===== config.mk =====
export PLATFORM = sky130hd
export DESIGN_NAME = nand_hamming_ecc
export DESIGN_NICKNAME = d
export VERILOG_FILES = /design/src/rtl/nand_ecc_pkg.sv /design/src/rtl/ecc_accum.sv /design/src/rtl/ecc_compare.sv /design/src/rtl/nand_hamming_ecc.sv
export SDC_FILE = /design/constraint.sdc
export NUM_CORES = 1
export LEC_CHECK = 0
export CAP_MARGIN = 20
export CORE_ASPECT_RATIO = 1.5
export CORE_MARGIN = 3
export CORE_UTILIZATION = 30
export CTS_BUF_LIST = sky130_fd_sc_hd__clkbuf_4
export DETAILED_ROUTE_END_ITERATION = 8
export MAX_ROUTING_LAYER = met4
export PLACE_DENSITY = 0.61
export SLEW_MARGIN = 20
export SYNTH_ARGS = -nofsm -noshare
export SYNTH_HDL_FRONTEND = slang
export SYNTH_HIERARCHICAL = 1
export SYNTH_SLANG_ARGS = --single-unit

===== constraint.sdc =====
create_clock -name clk -period 4.3 [get_ports clk]
set_clock_uncertainty 0.1 [all_clocks]
set_input_delay 0.645 -clock clk [delete_from_list [all_inputs] [get_ports clk]]
set_output_delay 0.645 -clock clk [all_outputs]
set_load 0.02 [all_outputs]

===== src/rtl/nand_ecc_pkg.sv =====
// Package: shared widths and the compare verdict encoding for the
// flash Hamming ECC block. Assumes a 4096-bit addressable chunk at most.
package nand_ecc_pkg;
    localparam int HALF_W     = 12;          // parity bits per plane
    localparam int CODE_W     = 2 * HALF_W;  // packed code width
    localparam int BIT_IDX_W  = 3;           // bit within a byte
    localparam int BYTE_IDX_W = HALF_W - BIT_IDX_W;

    typedef enum logic [1:0] {
        VERD_CLEAN     = 2'd0,
        VERD_DATA_FIX  = 2'd1,
        VERD_CODE_ONLY = 2'd2,
        VERD_FATAL     = 2'd3
    } ecc_verdict_t;
endpackage


===== src/rtl/ecc_accum.sv =====
// Module: ecc_accum
// Accumulates the two Hamming parity planes over a byte stream. Each bit
// address is {byte index, bit number}; address bit k routes the bit into
// the high plane (bit set) or the low plane (bit clear).
// Assumes CHUNK_BYTES <= 2**BYTE_IDX_W. A clear and a byte in the same
// cycle put that byte at index 0 of the new chunk.
module ecc_accum
    import nand_ecc_pkg::*;
#(
    parameter int CHUNK_BYTES = 512
) (
    input  logic              clk,
    input  logic              rst_n,
    input  logic              clr,
    input  logic              byte_vld,
    input  logic [7:0]        byte_in,
    output logic [HALF_W-1:0] hi_plane,
    output logic [HALF_W-1:0] lo_plane
);
    localparam logic [BYTE_IDX_W-1:0] LAST_IDX = BYTE_IDX_W'(CHUNK_BYTES - 1);

    logic [HALF_W-1:0]     hi_q, lo_q, hi_d, lo_d, base_hi, base_lo;
    logic [BYTE_IDX_W-1:0] cnt_q, cnt_d, base_cnt;
    logic [HALF_W-1:0]     bit_addr;

    // Next-state: optional clear, then fold in the current byte.
    always_comb begin
        base_hi  = clr ? '0 : hi_q;
        base_lo  = clr ? '0 : lo_q;
        base_cnt = clr ? '0 : cnt_q;
        hi_d     = base_hi;
        lo_d     = base_lo;
        cnt_d    = base_cnt;
        bit_addr = '0;
        if (byte_vld) begin
            for (int b = 0; b < 8; b++) begin
                bit_addr = {base_cnt, BIT_IDX_W'(b)};
                for (int k = 0; k < HALF_W; k++) begin
                    if (bit_addr[k]) hi_d[k] = hi_d[k] ^ byte_in[b];
                    else             lo_d[k] = lo_d[k] ^ byte_in[b];
                end
            end
            cnt_d = (base_cnt == LAST_IDX) ? '0 : base_cnt + 1'b1;
        end
    end

    // State registers with synchronous active-low reset.
    always_ff @(posedge clk) begin
        if (!rst_n) begin
            hi_q  <= '0;
            lo_q  <= '0;
            cnt_q <= '0;
        end else begin
            hi_q  <= hi_d;
            lo_q  <= lo_d;
            cnt_q <= cnt_d;
        end
    end

    assign hi_plane = hi_q;
    assign lo_plane = lo_q;

    // a clear without data leaves empty planes and index 0.
    p_clear_empty_r4: assert property (@(posedge clk) disable iff (!rst_n)
        (clr && !byte_vld) |=> (hi_q == '0 && lo_q == '0 && cnt_q == '0));

    // a byte taken with the clear becomes byte 0, so the index moves to 1.
    p_first_byte_r6: assert property (@(posedge clk) disable iff (!rst_n)
        (clr && byte_vld) |=> (cnt_q == BYTE_IDX_W'(1 % CHUNK_BYTES)));

    // idle cycles keep all state.
    p_idle_hold_r13: assert property (@(posedge clk) disable iff (!rst_n)
        (!clr && !byte_vld) |=> ($stable(hi_q) && $stable(lo_q) && $stable(cnt_q)));
endmodule


===== src/rtl/ecc_compare.sv =====
// Module: ecc_compare
// Classifies the difference between a stored and a fresh code, one
// register stage deep. Assumes the code layout {high plane, low plane}.
module ecc_compare
    import nand_ecc_pkg::*;
#(
    parameter int CHUNK_BYTES = 512
) (
    input  logic                  clk,
    input  logic                  rst_n,
    input  logic                  cmp_vld,
    input  logic [CODE_W-1:0]     stored,
    input  logic [CODE_W-1:0]     fresh,
    output logic                  res_vld,
    output logic [1:0]            res_kind,
    output logic [BYTE_IDX_W-1:0] res_byte,
    output logic [BIT_IDX_W-1:0]  res_bit
);
    localparam logic [BYTE_IDX_W:0] IDX_LIM = (BYTE_IDX_W + 1)'(CHUNK_BYTES);

    logic [CODE_W-1:0]     diff;
    logic [HALF_W-1:0]     sym;
    logic [BYTE_IDX_W-1:0] idx;
    logic [BIT_IDX_W-1:0]  bsel;
    logic                  single;
    ecc_verdict_t          kind_d;
    logic [BYTE_IDX_W-1:0] byte_d;
    logic [BIT_IDX_W-1:0]  bit_d;

    assign diff   = stored ^ fresh;
    assign sym    = diff[HALF_W-1:0] ^ diff[CODE_W-1:HALF_W];
    assign idx    = diff[CODE_W-1:CODE_W-BYTE_IDX_W];
    assign bsel   = diff[HALF_W+BIT_IDX_W-1:HALF_W];
    assign single = (diff & (diff - 1'b1)) == '0;

    // Verdict in priority order: clean, data fix, code-only, fatal.
    always_comb begin
        kind_d = VERD_FATAL;
        byte_d = '0;
        bit_d  = '0;
        if (diff == '0) begin
            kind_d = VERD_CLEAN;
        end else if (sym == '1) begin
            if ({1'b0, idx} < IDX_LIM) begin
                kind_d = VERD_DATA_FIX;
                byte_d = idx;
                bit_d  = bsel;
            end
        end else if (single) begin
            kind_d = VERD_CODE_ONLY;
        end
    end

    // Result register with synchronous active-low reset.
    always_ff @(posedge clk) begin
        if (!rst_n) begin
            res_vld  <= 1'b0;
            res_kind <= VERD_CLEAN;
            res_byte <= '0;
            res_bit  <= '0;
        end else begin
            res_vld <= cmp_vld;
            if (cmp_vld) begin
                res_kind <= kind_d;
                res_byte <= byte_d;
                res_bit  <= bit_d;
            end
        end
    end

    // a result follows every request, and only a request.
    p_res_follows_r7: assert property (@(posedge clk) disable iff (!rst_n)
        cmp_vld |=> res_vld);
    p_res_quiet_r7: assert property (@(posedge clk) disable iff (!rst_n)
        !cmp_vld |=> !res_vld);

    // a lone flipped code bit is reported as code-only.
    p_code_only_r11: assert property (@(posedge clk) disable iff (!rst_n)
        (cmp_vld && $countones(stored ^ fresh) == 1) |=> (res_kind == VERD_CODE_ONLY));

    // location fields stay zero unless a data fix is reported.
    p_fields_zero_r12: assert property (@(posedge clk) disable iff (!rst_n)
        (res_vld && res_kind != VERD_DATA_FIX) |-> (res_byte == '0 && res_bit == '0));

    // a reported fix always lies inside the chunk.
    p_fix_in_range_r10: assert property (@(posedge clk) disable iff (!rst_n)
        (res_vld && res_kind == VERD_DATA_FIX) |-> ({1'b0, res_byte} < IDX_LIM));
endmodule


===== src/rtl/nand_hamming_ecc.sv =====
// Module: nand_hamming_ecc
// Top of the flash chunk Hamming ECC: a streaming parity accumulator
// whose inverted planes form the 24-bit code, and an independent
// compare path. Assumes code_rd is pulsed once per consumed code.
module nand_hamming_ecc
    import nand_ecc_pkg::*;
#(
    parameter int CHUNK_BYTES = 512
) (
    input  logic                  clk,
    input  logic                  rst_n,
    input  logic                  ecc_start,
    input  logic                  code_rd,
    input  logic                  byte_vld,
    input  logic [7:0]            byte_in,
    output logic [CODE_W-1:0]     code_out,
    input  logic                  cmp_vld,
    input  logic [CODE_W-1:0]     cmp_stored,
    input  logic [CODE_W-1:0]     cmp_fresh,
    output logic                  res_vld,
    output logic [1:0]            res_kind,
    output logic [BYTE_IDX_W-1:0] res_byte,
    output logic [BIT_IDX_W-1:0]  res_bit
);
    logic [HALF_W-1:0] hi_plane, lo_plane;
    logic              clr;

    // Reading the code and restarting both empty the accumulator.
    assign clr = code_rd | ecc_start;

    ecc_accum #(.CHUNK_BYTES(CHUNK_BYTES)) u_accum (
        .clk      (clk),
        .rst_n    (rst_n),
        .clr      (clr),
        .byte_vld (byte_vld),
        .byte_in  (byte_in),
        .hi_plane (hi_plane),
        .lo_plane (lo_plane)
    );

    // Packed and inverted so an erased chunk reads as all ones.
    assign code_out = ~{hi_plane, lo_plane};

    ecc_compare #(.CHUNK_BYTES(CHUNK_BYTES)) u_cmp (
        .clk      (clk),
        .rst_n    (rst_n),
        .cmp_vld  (cmp_vld),
        .stored   (cmp_stored),
        .fresh    (cmp_fresh),
        .res_vld  (res_vld),
        .res_kind (res_kind),
        .res_byte (res_byte),
        .res_bit  (res_bit)
    );

    // directly after reset the code reads all ones.
    p_reset_ones_r3: assert property (@(posedge clk)
        !rst_n |=> (code_out == '1));
endmodule


==> flow_summary_export.csv, run 1 <==
group,metric,value,unit
placed_design,port_buffers,100,
yosys,synth-seq-cells,48,
floorplan,placementRows,44,
run_status,status,"complete, no violations",
setup_path,cp_num_buf_inv,2,
setup_path,cp.depth,8,
clock_tree,clock_sinks,48,
setup_path,r2r-start,"u_accum/cnt_q[4]$_SDFF_PN0_",
yosys,synth.distinct_cells,44,
routing,drt-total-wl,8748,um
setup_path,critPathMaxFanout,9,
yosys,syn_nets,445,
setup_path,critPathLaunch,"cmp_fresh[1]",
timing,finalCritPeriodShare,0.6657,
yosys,synth_cells,382,
placed_design,gp_congestion,0.9183,
setup_path,r2r_cells,5,
yosys,synth_area_leaders,"dfxtp_1 (31%), xnor2_1 (11%), xor2_1 (5.3%), inv_1 (4.1%), nand2_1 (4.1%)",
power_and_ir_drop,p_int,0.7077,mW
yosys,synth_common_cells,"dfxtp_1 (48), xnor2_1 (40), inv_1 (34), nand2_1 (34), xor2_1 (19)",
clock_tree,h-tree-depth,2,
yosys,yosys_warnings,6,
power_and_ir_drop,clkPwrFrac,0.203,
power_and_ir_drop,combPwrFrac,0.350,
yosys,synth-main-ff-cell,"dfxtp_1",
setup_path,startpoint_type,"input port",
global_routing,overflow,0,
clock_tree,cts_buffers,5,
setup_path,critPathTopFamily,"simple AND/OR/NAND/NOR gates",
power_and_ir_drop,power_density,250.9,mW/mm^2
global_routing,grt_max_degree,45,
clock_tree,postCtsHoldBufs,0,
timing,fmax,0.3493,GHz
timing,grt_setup_unrepaired,"false",
power_and_ir_drop,power_switching,0.3648,mW
floorplan,start_util,0.3145,
global_routing,track_usage,0.1520,
cells_and_area,fin_nets,539,
floorplan,core-area,0.009910,mm^2
clock_tree,cts_tree,"yes",
routing,vias_per_cell,5.047,
cells_and_area,syn_to_final_growth,37.17,%
cells_and_area,antennaDiodeCount,0,
power_and_ir_drop,design_power_total,1.073,mW
clock_tree,ctsResizeCount,0,
yosys,ys_seq_area_frac,0.3083,
clock_tree,clk_latency,0.38,ns
timing,tns,0,ns
setup_path,endpoint,"u_cmp/res_byte[1]$_SDFFE_PN0P_",
timing,setup_viol,0,
yosys,synth_area_per_cell,8.159,um^2
routing,ant_nets,0,
global_routing,grt_pass1_wl,13530,um
timing,tightest_slew,1.062,ns
routing,vias,2988,
placed_design,hpwl,6741,um
setup_path,cp-end-kind,"flop",
yosys,synth_edf_count,0,
clock_tree,clk_pin_slew,0.14,ns
routing,first_iter_violations,95,
yosys,synth.most_common_cell,"dfxtp_1",
routing,wire_per_inst,14.78,um
setup_path,critical-path-max-stage-delay,0.58,ns
floorplan,boundaryPins,101,
global_routing,antenna_found_initial,0,
worst_hold_path,hold_class,"flop to flop",
timing,relSlewSlack,0.2900,
yosys,synth_top_area_frac,0.3083,
timing,slew_viol_final,0,
cells_and_area,n_fill_cell,1015,
setup_path,crit-reg2reg-capture,"u_accum/cnt_q[4]$_SDFF_PN0_",
power_and_ir_drop,p_leak,1.435,nW
cells_and_area,utilization,0.4314,
routing,drc_errors,0,
yosys,synth_top_cell_by_area,"dfxtp_1",
setup_path,path_class,"input port to flop",
setup_path,worst_path_most_repeated_cell,"xnor2_1",
floorplan,die_h,130.8,um
power_and_ir_drop,swShare,0.3401,
setup_path,r2r_slack,2.40,ns
global_routing,grt_pass1_vias,2976,
clock_tree,post_cts_buffers,0,
power_and_ir_drop,ir_worst_vdd,147.1,uV
floorplan,die_area,0.01167,mm^2
yosys,synthArstFlopShare,0,
floorplan,fp.dieW,89.23,um
timing,hold_viol,0,
routing,drt-pass1-iter-count,4,
power_and_ir_drop,pwr-share-seq,0.447,
job,maxCapViolations,0,
timing,fin_crit,2.863,ns
setup_path,arrival,3.06,ns
cells_and_area,drive_above_1_share,0.07547,
yosys,mappedNetlistArea,0.003117,mm^2
clock_tree,cts-root-buf,"clkbuf_4",
setup_path,crit_required,4.50,ns
setup_path,path_cells,"clkdlybuf4s50_1 -> xnor2_1 -> xnor2_1 -> nand4_1 -> nor3_1 -> buf_4 -> nand3b_1 -> a21boi_0",
timing,whs,0.3783,ns
clock_tree,clk_path_buf_depth,2,
setup_path,crit_slowest_cell,"nor3_1",
==> worst min-delay path: cells and delay by family, from the launching register on <==
kind	cells	cell delay (ns)
AOI/OAI and AO/OA	1	0.06
DFF	1	0.34
and+or+nand+nor	1	0.05
==> stage by stage <==
stage               instances  instance area, um^2  setup WS (ns)
floorplan                 382                 3117          1.678
global placement          584                 4219          1.060
finish                    592                 4275          1.437
detailed placement        584                 4219          1.055
global route              592                 4275          1.194
CTS                       592                 4275          1.450
==> flip-flops by register name, indices dropped and copies added, names as in the netlist <==
signal,cells
u_accum/hi_plane,12
u_accum/lo_plane,12
u_accum/cnt_q,9
u_cmp/res_byte,9
u_cmp/res_bit,3
u_cmp/res_kind,2
u_cmp/res_vld,1
==> worst min-delay path by stage <==
stage                                          startpoint                               to  depth (start not counted)
after floorplan           u_accum/hi_plane[11]$_SDFF_PN0_  u_accum/hi_plane[11]$_SDFF_PN0_                          2
final                      u_cmp/res_byte[0]$_SDFFE_PN0P_   u_cmp/res_byte[0]$_SDFFE_PN0P_                          2
after detailed placement   u_cmp/res_byte[0]$_SDFFE_PN0P_   u_cmp/res_byte[0]$_SDFFE_PN0P_                          2
after CTS                  u_cmp/res_byte[0]$_SDFFE_PN0P_   u_cmp/res_byte[0]$_SDFFE_PN0P_                          2
after global placement     u_cmp/res_byte[4]$_SDFFE_PN0P_   u_cmp/res_byte[4]$_SDFFE_PN0P_                          2
after global routing       u_cmp/res_byte[0]$_SDFFE_PN0P_   u_cmp/res_byte[0]$_SDFFE_PN0P_                          2
==> power groups by stage <==
| stage | clock network, mW | registers [mW] | logic (mW) |
|---|---|---|---|
| 5_1_grt | 0.244 | 0.483 | 0.408 |
| 6_report | 0.217 | 0.480 | 0.375 |
| 3_3_place_gp | 0 | 0.489 | 0.377 |
| 2_1_floorplan | 0 | 0.488 | 0.230 |
| 4_1_cts | 0.229 | 0.480 | 0.379 |
| 3_5_place_dp | 0 | 0.490 | 0.377 |
==> layer usage <==
| metal | wire (um) | share of wire | track usage |
|---|---|---|---|
| met1 | 3433 | 0.39 | 0.1537 |
| met2 | 4571 | 0.52 | 0.2866 |
| met3 | 570 | 0.065 | 0.02509 |
| met4 | 174 | 0.020 | 0.05346 |
| met5 | 0 | 0 | - |
==> placed cells by master, fill, tap and decap left out, types with 5 or more instances in the layout <==
cell type        netlist  routed
a21boi_0              12      12
a21oi_1               11      11
a31o_2                 8       8
a31oi_1               11      11
and2_1                 9       9
clkbuf_4               0       5
clkdlybuf4s50_1        0     100
dfxtp_1               48      48
inv_1                 34      34
nand2_1               34      34
nand3_1               13      13
nand3b_1              15      15
nand4_1                9       9
nor2_1                15      15
nor2b_1                9       9
nor3_1                 9       9
o21ai_0               10      10
o21bai_1               9       9
or3_2                  6       6
xnor2_1               40      40
xnor2_2                7       7
xor2_1                19      19
==> layout make-up <==
class,count,area (um^2),area share
Multi-Input combinational cell,283,1956,0.4574
Timing Repair Buffer,104,1031,0.2411
Sequential cell,48,960.9,0.2248
Tap cell,115,143.9,0.03366
Inverter,34,127.6,0.02985
Clock buffer,5,37.54,0.008780
Clock inverter,3,18.77,0.004390
==> logic make-up after synthesis <==
kind of cell             synth area share
AND/OR/NAND/NOR                    0.2360
AO/OA/AOI/OAI                      0.1650
XOR/XNOR                           0.2128
buffers and inverters             0.06423
flip-flops                         0.3083
adder cells (fa/ha/maj)           0.01044
multiplexers                     0.003212
Note: power is estimated with default switching activity, not from simulation.
==> inputs of run 2 (changes only) <==
Clock period 4.3 ns to 2.9 ns, I/O delays scaled along.
==> run 2 against run 1 <==
Power grew 53%. Critical endpoint is now u_cmp/res_kind[0]$_SDFFE_PN0P_. Via count grew 1.7%. Largest cell class unchanged. Worst hold slack gained 0.0011 ns. Sequential power grew 48%.
==> flow_summary_export.csv, run 2 (synthesis gave the netlist of run 1 again) <==
group,metric,value,unit
run_status,status,"complete, no violations",
routing,wl_met1,3473,um
clock_tree,post_cts_buffers,0,
floorplan,placementRows,44,
global_routing,grt_max_degree,40,
floorplan,core-area,0.009910,mm^2
routing,vias_per_cell,4.941,
power_and_ir_drop,ir_worst_vdd,257.9,uV
timing,relSlewSlack,0.6133,
cells_and_area,syn_to_final_growth,42.71,%
power_and_ir_drop,swShare,0.3276,
power_and_ir_drop,design_power_total,1.636,mW
routing,drc_errors,0,
power_and_ir_drop,power_density,367.9,mW/mm^2
floorplan,start_util,0.3145,
timing,tightest_slew,0.5796,ns
cells_and_area,fin_nets,562,
cells_and_area,final_common_cell,"clkdlybuf4s50_1",
routing,wl_met3,570,um
worst_hold_path,hold_path.startpoint,"u_cmp/res_bit[1]$_SDFFE_PN0P_",
setup_path,critPathLaunch,"cmp_fresh[11]",
timing,whs,0.3795,ns
floorplan,fp.dieW,89.23,um
global_routing,grt_pass1_vias,3115,
timing,hold_viol,0,
floorplan,die_area,0.01167,mm^2
floorplan,die_h,130.8,um
timing,slew_viol_final,0,
timing,fmax,0.3874,GHz
global_routing,track_usage,0.1562,
cells_and_area,final_cell_mix,"clkdlybuf4s50_1 (100), dfxtp_1 (48), xnor2_1 (40)",
routing,drt-total-wl,8784,um
clock_tree,cts_tree,"yes",
setup_path,arrival,2.75,ns
clock_tree,clk_pin_slew,0.13,ns
setup_path,r2r_slack,1.02,ns
placed_design,port_buffers,100,
power_and_ir_drop,clkPwrFrac,0.196,
timing,finalCritPeriodShare,0.8901,
setup_path,cp-end-kind,"flop",
worst_hold_path,hold_class,"flop to flop",
setup_path,critPathMaxFanout,3,
clock_tree,clock_sinks,48,
routing,drt-pass1-iter-count,4,
timing,grt_setup_unrepaired,"false",
placed_design,hpwl,6848,um
clock_tree,cts-root-buf,"clkbuf_4",
routing,wire_per_inst,14.28,um
routing,first_iter_violations,82,
setup_path,r2r-start,"u_accum/cnt_q[4]$_SDFF_PN0_",
global_routing,antenna_found_initial,0,
clock_tree,cts_buffers,5,
clock_tree,postCtsHoldBufs,0,
clock_tree,clk_path_buf_depth,2,
clock_tree,clk_latency,0.38,ns
global_routing,overflow,0,
placed_design,gp_congestion,0.8431,
timing,setup_viol,0,
routing,vias,3039,
power_and_ir_drop,pwr-share-seq,0.435,
power_and_ir_drop,p_leak,1.550,nW
routing,top_layer,"met4",
routing,ant_nets,0,
clock_tree,ctsResizeCount,0,
global_routing,grt_pass1_wl,14010,um
setup_path,crit_required,3.07,ns
floorplan,boundaryPins,101,
clock_tree,h-tree-depth,2,
cells_and_area,drive_above_1_share,0.1180,
job,maxCapViolations,0,
cells_and_area,antennaDiodeCount,0,
routing,wl_met2,4534,um
setup_path,startpoint_type,"input port",
power_and_ir_drop,power_switching,0.5361,mW
setup_path,path_class,"input port to flop",
power_and_ir_drop,p_int,1.100,mW
timing,fin_crit,2.581,ns
power_and_ir_drop,combPwrFrac,0.369,
[run 2: cell count changes in the layout (fill, tap and decap cells not counted)]
cell,change
buf_4,+23
clkbuf_4,+1
clkinvlp_4,-1
[run 2: metal layers]
layer / GRT usage / up-vias
li1: - / 1530
met1: 0.1644 / 1395
met2: 0.2870 / 98
met3: 0.02949 / 16
met4: 0.05083 / 0
met5: - / -
[run 2: power groups by stage]
| stage | combinational (mW) | clock (mW) | sequential (mW) |
|---|---|---|---|
| CTS | 0.610 | 0.342 | 0.712 |
| global placement | 0.602 | 0 | 0.725 |
| finish | 0.604 | 0.321 | 0.712 |
| global route | 0.657 | 0.378 | 0.716 |
| floorplan | 0.340 | 0 | 0.724 |
| detailed placement | 0.605 | 0 | 0.727 |
[run 2: layout make-up]
class                   count  area [um^2]
multi-input cells         283         1956
fillers                  1026         5461
well taps                 115        143.9
clock inverters             2        11.26
clock buffers               6        45.04
flip-flops and latches     48        960.9
inverters                  34        127.6
repair buffers            127         1204
[run 2: final timing paths]
kind / cells after the start / end
worst max-delay path: 8 / u_cmp/res_kind[0]$_SDFFE_PN0P_
worst min-delay path: 2 / u_cmp/res_bit[1]$_SDFFE_PN0P_
worst max register to register: 5 / u_accum/cnt_q[4]$_SDFF_PN0_
worst min register to register: 2 / u_cmp/res_bit[1]$_SDFFE_PN0P_
[run 2: critical path: stages]
cell and delay [ns]:
clkdlybuf4s50_1 0.43, xnor2_1 0.27, nand4_1 0.15, or4_1 0.47, or3_4 0.41, o21ai_1 0.15, a31oi_1 0.10, o311a_1 0.34
[run 2: stage by stage]
step | worst slack (ns) | instance area [um^2] | util | instances | TNS [ns]
floorplan | 0.4876 | 3117 | - | 382 | 0
global placement | -0.02633 | 4392 | 0.4432 | 607 | -0.02633
detailed placement | -0.05745 | 4392 | 0.4432 | 607 | -0.05745
CTS | 0.3430 | 4448 | 0.4489 | 615 | 0
global route | 0.2548 | 4448 | 0.4489 | 615 | 0
finish | 0.3188 | 4448 | 0.4489 | 615 | 0
